==> config.mk <==
export PLATFORM = sky130hd
export DESIGN_NAME = arb_2port
export DESIGN_NICKNAME = d
export VERILOG_FILES = /design/src/rtl/arb_pkg.sv /design/src/rtl/arb_rise_det.sv /design/src/rtl/arb_owner_fsm.sv /design/src/rtl/arb_mux.sv /design/src/rtl/arb_2port.sv
export SDC_FILE = /design/constraint.sdc
export NUM_CORES = 1
export LEC_CHECK = 0
export CORE_AREA = 2 2 100 102
export CTS_CLUSTER_DIAMETER = 40
export CTS_CLUSTER_SIZE = 20
export DETAILED_ROUTE_END_ITERATION = 8
export DIE_AREA = 0 0 102 104
export HOLD_SLACK_MARGIN = 0.03
export SKIP_LAST_GASP = 1
export SYNTH_ARGS = -nofsm -noshare
export SYNTH_HDL_FRONTEND = slang
export SYNTH_HIERARCHICAL = 1
export SYNTH_SLANG_ARGS = --single-unit
export TNS_END_PERCENT = 10
==> constraint.sdc <==
create_clock -name clk_i -period 1.7 [get_ports clk_i]
set_clock_uncertainty 0.15 [all_clocks]
set_input_delay 0.255 -clock clk_i [delete_from_list [all_inputs] [get_ports clk_i]]
set_output_delay 0.255 -clock clk_i [all_outputs]
set_load 0.1 [all_outputs]
==> src/rtl/arb_pkg.sv <==
package arb_pkg;
  typedef enum logic {
    OWN_P1 = 1'b0,
    OWN_P2 = 1'b1
  } owner_e;
endpackage

==> src/rtl/arb_rise_det.sv <==
module arb_rise_det #(
  parameter int W = 1
) (
  input  logic         clk_i,
  input  logic         rst_ni,
  input  logic [W-1:0] sig_i,
  output logic [W-1:0] rise_o,
  output logic [W-1:0] held_o
);
  logic [W-1:0] sig_q;

  always_ff @(posedge clk_i or negedge rst_ni) begin
    if (!rst_ni) sig_q <= '0;
    else         sig_q <= sig_i;
  end

  assign rise_o = sig_i & ~sig_q;
  assign held_o = sig_i & sig_q;
endmodule

==> src/rtl/arb_owner_fsm.sv <==
module arb_owner_fsm
  import arb_pkg::*;
(
  input  logic   clk_i,
  input  logic   rst_ni,
  input  logic   p1_req_i,
  input  logic   p1_rise_i,
  input  logic   p2_req_i,
  output owner_e owner_o
);
  owner_e owner_q, owner_d;

  always_comb begin
    owner_d = owner_q;
    unique case (owner_q)
      OWN_P1: if (p2_req_i && (!p1_req_i || p1_rise_i)) owner_d = OWN_P2;
      OWN_P2: if (!p2_req_i) owner_d = OWN_P1;
      default: owner_d = OWN_P1;
    endcase
  end

  always_ff @(posedge clk_i or negedge rst_ni) begin
    if (!rst_ni) owner_q <= OWN_P1;
    else         owner_q <= owner_d;
  end

  assign owner_o = owner_q;
endmodule

==> src/rtl/arb_mux.sv <==
module arb_mux #(
  parameter int W = 8
) (
  input  logic         sel_i,
  input  logic [W-1:0] a_i,
  input  logic [W-1:0] b_i,
  output logic [W-1:0] y_o
);
  assign y_o = sel_i ? b_i : a_i;
endmodule

==> src/rtl/arb_2port.sv <==
module arb_2port
  import arb_pkg::*;
#(
  parameter int ADDR_W = 16,
  parameter int DATA_W = 32
) (
  input  logic                clk_i,
  input  logic                rst_ni,
  input  logic                p1_req_i,
  input  logic [ADDR_W-1:0]   p1_addr_i,
  input  logic [DATA_W-1:0]   p1_wdata_i,
  input  logic [DATA_W/8-1:0] p1_be_i,
  input  logic                p1_we_i,
  output logic                p1_gnt_o,
  output logic [DATA_W-1:0]   p1_rdata_o,
  input  logic                p2_req_i,
  input  logic [ADDR_W-1:0]   p2_addr_i,
  input  logic [DATA_W-1:0]   p2_wdata_i,
  input  logic [DATA_W/8-1:0] p2_be_i,
  input  logic                p2_we_i,
  output logic                p2_gnt_o,
  output logic [DATA_W-1:0]   p2_rdata_o,
  output logic [ADDR_W-1:0]   mem_addr_o,
  output logic [DATA_W-1:0]   mem_wdata_o,
  output logic [DATA_W/8-1:0] mem_be_o,
  output logic                mem_we_o,
  input  logic [DATA_W-1:0]   mem_rdata_i
);
  localparam int BE_W  = DATA_W / 8;
  localparam int BUS_W = ADDR_W + DATA_W + BE_W + 1;

  logic   p1_rise, p1_held;
  owner_e owner;
  logic   sel;

  arb_rise_det #(.W(1)) u_rise (
    .clk_i  (clk_i),
    .rst_ni (rst_ni),
    .sig_i  (p1_req_i),
    .rise_o (p1_rise),
    .held_o (p1_held)
  );

  arb_owner_fsm u_fsm (
    .clk_i     (clk_i),
    .rst_ni    (rst_ni),
    .p1_req_i  (p1_req_i),
    .p1_rise_i (p1_rise),
    .p2_req_i  (p2_req_i),
    .owner_o   (owner)
  );

  // select comes from the registered owner only
  assign sel = (owner == OWN_P2);

  logic [BUS_W-1:0] bus [2];
  logic [BUS_W-1:0] mem_bus;

  assign bus[0] = {p1_addr_i, p1_wdata_i, p1_be_i, p1_we_i};
  assign bus[1] = {p2_addr_i, p2_wdata_i, p2_be_i, p2_we_i};

  arb_mux #(.W(BUS_W)) u_mux (
    .sel_i (sel),
    .a_i   (bus[0]),
    .b_i   (bus[1]),
    .y_o   (mem_bus)
  );

  assign {mem_addr_o, mem_wdata_o, mem_be_o, mem_we_o} = mem_bus;

  assign p1_gnt_o   = ~sel;
  assign p2_gnt_o   = sel;
  assign p1_rdata_o = mem_rdata_i;
  assign p2_rdata_o = mem_rdata_i;

  logic unused_held;
  assign unused_held = p1_held;
endmodule

Word level (Yosys, flattened, before mapping) --
Cells that the tools add are included. Widths: inputs -> output; s select.
Cells by class: mux-type cells 4, bitwise operators 3, reduce and logical (&&, ||, !) cells 3
Operators by type and width (count):
- $mux 53 | 1
- $mux 1 | 2
- $not 1->1 | 2
- $pmux 1 s2 | 1
- $and 1x1->1 | 1
- $logic_and 1x1->1 | 1
- $logic_not 1->1 | 1
- $logic_or 1x1->1 | 1
Storage, ports and cells: bits of input ports 142, logic and storage cells 12, register bits after elaboration 2

Longest topological paths before layout --
Gate-level depths: netlist of run 1.
word-level depth 6, depth in mapped cells 3, depth with buffers taken out 2

Hierarchy --
Netlist of run 1, hierarchy kept.
By module, submodules not included:
- arb_mux | area each 895.9 um^2, cells an instance 59, times used 1, sequential area each 0.0 um^2
- arb_2port | area each 484.2 um^2, cells an instance 65, times used 1, sequential area each 0.0 um^2
- arb_rise_det | area each 41.3 um^2, cells an instance 3, times used 1, sequential area each 25.0 um^2
- arb_owner_fsm | area each 37.5 um^2, cells an instance 3, times used 1, sequential area each 25.0 um^2

Worst setup path after synthesis of run 1 --
OpenSTA, ideal clock, no wires.
kind register -> output, from register u_fsm.owner_q (netlist: u_fsm/owner_o), to output mem_addr_o[0], data required time 1.295 ns, slack -0.507 ns, data arrival time 1.802 ns, buffers on the path 2, stages on the path, launching flop included 4, cell sequence dfrtp_1 buf_6 buf_12 mux2_4
Between the ends: longest elaborated chain between the ends 1
RTL lines:
- start: declaration | RTL line arb_owner_fsm.sv:11 | owner_e owner_q, owner_d;
- start signal: assignment | RTL line arb_owner_fsm.sv:24 | else owner_q <= owner_d;
- $mux 53 | RTL line arb_mux.sv:9 | assign y_o = sel_i ? b_i : a_i;
- end: declaration | RTL line arb_2port.sv:23 | output logic [ADDR_W-1:0] mem_addr_o,
Every way passes these cells.

Worst setup path in the final report of run 1 --
from register u_fsm.owner_q (netlist: u_fsm/owner_o), to output mem_we_o
Between the ends: longest elaborated chain between the ends 1
RTL lines:
- $mux 53 | RTL line arb_mux.sv:9
- end: declaration | RTL line arb_2port.sv:26 | output logic mem_we_o,
Every way passes these cells.

==> key figures, run 1 <==
Clock network
  • Clock latency on the worst-skew pair: ~0.21 ns
  • Total of hold buffers inserted after clock tree synthesis: 0
  • Clock tree from TritonCTS: built
  • Clock slew seen by the registers of the worst setup and hold paths: 0.03 ns
  • Total number of clock tree sinks: 2
  • Total clock buffers created by CTS: 3
  • Level count of the clock H-tree: 1
  • Maximum count of clock buffers along a single path: 2
  • Root Buffer: sky130_fd_sc_hd__clkbuf_8

Global route
  • Residual overflow from global routing: 0
  • Met1 Use GR: 0.0888
  • Most congested layer reported by global routing: met2
  • Wire length of the first global-routing pass: between 7 and 8 mm
  • GRT Total Usage: 0.0964
  • Met2 Resource Use GR: 0.178
  • Met3 routing resource usage after global routing: 0.0349
  • Largest net degree at the start of global routing: 24
  • Number of global-route vias before repair: 1,270
  • Initial antenna violation count: 0

Job
  • Number of maximum-capacitance constraint violations: 0

Worst setup path
  • Depth of the worst register-to-register path: 2
  • FF-to-FF setup slack: 0.41 ns
  • Category of the worst setup path capture point: primary output
  • Worst R2R Start: u_fsm/owner_o$_DFF_PN0_
  • Cell at the slowest stage of the critical path: sky130_fd_sc_hd__dfrtp_4
  • Highest net fanout along the worst path: 23
  • Buffers plus inverters on the worst setup path: 2
  • CP Cell Sequence: buf_12, mux2_2, buf_12
  • Top Family by Delay on Critical Path: flip-flops
  • Library cell appearing most often on the critical path: sky130_fd_sc_hd__buf_12
  • Endpoint of the worst-slack reg-to-reg timing path: u_fsm/owner_o$_DFF_PN0_
  • Category of the worst setup path launch point: flop
  • CP endpoint: mem_we_o
  • CP Depth: 3
  • Delay contributed by the slowest stage of the critical path: 0.44 ns
  • Start-to-end type of the worst setup path: flop to primary output
  • Launching element of the worst setup path: u_fsm/owner_o$_DFF_PN0_
  • Data arrival time of the worst path: 1.43 ns
  • Data required time at the worst endpoint: 1.29 ns

Die
  • Initial core utilization: 0.152
  • Die height: 104 µm
  • Num rows: 36
  • Die width: about 100 µm
  • Core area: around 0.0095 mm²
  • Top-level port count: ~260
  • Die Outline Area: about 0.011 mm²

Detailed routing
  • Routed vias/inst: 3.42
  • Router iterations before antenna repair: 3
  • Average routed wire per standard cell: approximately 16 µm
  • Antenna-violating nets left: 0
  • Vias: 1,246
  • Number of DRC violations after detailed routing: 0
  • Number of DRC violations after detailed-routing iteration 0: 35
  • Routed WL: 5.72 mm

Placed design
  • Routability congestion estimate from global placement: ~0.76
  • Placement-stage worst setup slack: 0.0724 ns
  • Placement Cell Area: approximately 0.0033 mm²
  • IO buf count: 164
  • Post-DP HPWL: roughly 5 mm

Timing
  • Slew Viols, Final: 0
  • Setup repair after global routing missed its margin: true
  • Number of setup violations in the final report: 53
  • Hold Worst Slack: 0.0588 ns
  • Final count of hold timing violations: 0
  • Worst-Margin Slew: around 0.18 ns
  • Fmax: 0.545 GHz
  • Post-layout min period: between 1.5 and 2 ns
  • Slew margin rel.: 0.878
  • Fraction of the cycle the final worst path needs: 1.08
  • Minimum setup slack in the final design: -0.136 ns

Power
  • Leakage power of the design: approximately 0.0014 µW
  • Final total power: 2180 µW
  • Peak supply drop: 220 µV
  • Cell Pwr Density: roughly 660 mW/mm²

Yosys
  • Synthesized cell area: 0.00145 mm²
  • Mean area per synthesized cell: 11.3 µm²
  • Cell count after synthesis: 129
  • YS warnings: 6
  • Synthesized Nets: ~270

Hold path
  • Class of the worst hold path: input pin to async pin

Run status
  • Violated checks: setup timing
  • Result of the run: finished, violations left

Cells and area
  • Number of nets at the end of the flow: 374
  • Area Overhead vs Synth: 129%
  • Non-Filler Cell Area, Final: 0.00332 mm²
  • Final core area utilization: 0.348
  • Antenna cells: 0
  • Proportion of layout cells with a drive suffix above 1: 0.506
## stage by stage
step / TNS (ns) / std cells
floorplan: -5.49 / 129
global placement: 0 / 360
detailed placement: 0 / 360
CTS: -6.32 / 364
global route: -7.54 / 364
finish: -5.66 / 364
## worst min path at each step
stage | slack [ns] | end | startpoint
after global placement | 0.28 | u_rise/sig_q$_DFF_PN0_ | rst_ni
final | 0.06 | u_fsm/owner_o$_DFF_PN0_ | rst_ni
after global routing | 0.06 | u_fsm/owner_o$_DFF_PN0_ | rst_ni
after CTS | 0.05 | u_fsm/owner_o$_DFF_PN0_ | rst_ni
after detailed placement | 0.28 | u_rise/sig_q$_DFF_PN0_ | rst_ni
after floorplan | -0.19 | u_rise/sig_q$_DFF_PN0_ | rst_ni
## worst register-to-register path, cell delays in order (launching register included)
cell and delay [ns]:
sky130_fd_sc_hd__dfrtp_4 0.50, sky130_fd_sc_hd__buf_4 0.21, sky130_fd_sc_hd__o31a_1 0.31
## registers in the layout, indices dropped and copies added, names as in the netlist
name	flops
u_fsm/owner_o	1
u_rise/sig_q	1
## placed cells by master, fill, tap and decap left out
cell type,instances
sky130_fd_sc_hd__buf_4,2
sky130_fd_sc_hd__clkdlybuf4s50_1,109
sky130_fd_sc_hd__o31a_1,1
sky130_fd_sc_hd__mux2_4,50
sky130_fd_sc_hd__buf_12,57
sky130_fd_sc_hd__and2b_2,1
sky130_fd_sc_hd__mux2_2,3
sky130_fd_sc_hd__clkbuf_1,1
sky130_fd_sc_hd__inv_1,2
sky130_fd_sc_hd__dfrtp_1,1
sky130_fd_sc_hd__dfrtp_4,1
sky130_fd_sc_hd__clkbuf_8,3
## final cells by class
class | instances | area, µm²
repair buffers | 168 | 2250
well taps | 133 | 166
clock buffers | 4 | 45.0
fillers | 941 | 6230
inverters | 2 | 7.51
multi-input cells | 55 | 802
flip-flops and latches | 2 | 53.8
## power breakdown
group          total, µW  leakage, µW  internal (µW)  switching, µW
Combinational       1930      0.00139            846           1080
Clock                196    0.0000228            159           37.3
Sequential          55.9    0.0000227           52.1           3.84
Total               2180      0.00144           1060           1120
## timing repair
item | in CTS | in global routing
endpoints found under the setup margin | 53 | 53
gates resized for setup | 0 | 0
buffers inserted | 0 | 0
## per-layer routing
layer | vias to the layer above | part of all wire
li1 | 574 | -
met1 | 536 | 0.30
met2 | 98 | 0.51
met3 | 38 | 0.14
met4 | 0 | 0.048
met5 | - | 0
No activity file was read; power rests on OpenSTA's default activity.
==> inputs of run 2 (changes only) <==
--- a/config.mk
+++ b/config.mk
@@ -7,7 +7,7 @@
 export LEC_CHECK = 0
 export CORE_AREA = 2 2 100 102
 export CTS_CLUSTER_DIAMETER = 40
-export CTS_CLUSTER_SIZE = 20
+export CTS_CLUSTER_SIZE = 28
 export DETAILED_ROUTE_END_ITERATION = 8
 export DIE_AREA = 0 0 102 104
 export HOLD_SLACK_MARGIN = 0.03
==> results of run 2 <==
Same layout as run 1: the final DEF is identical, and so are final timing and power.
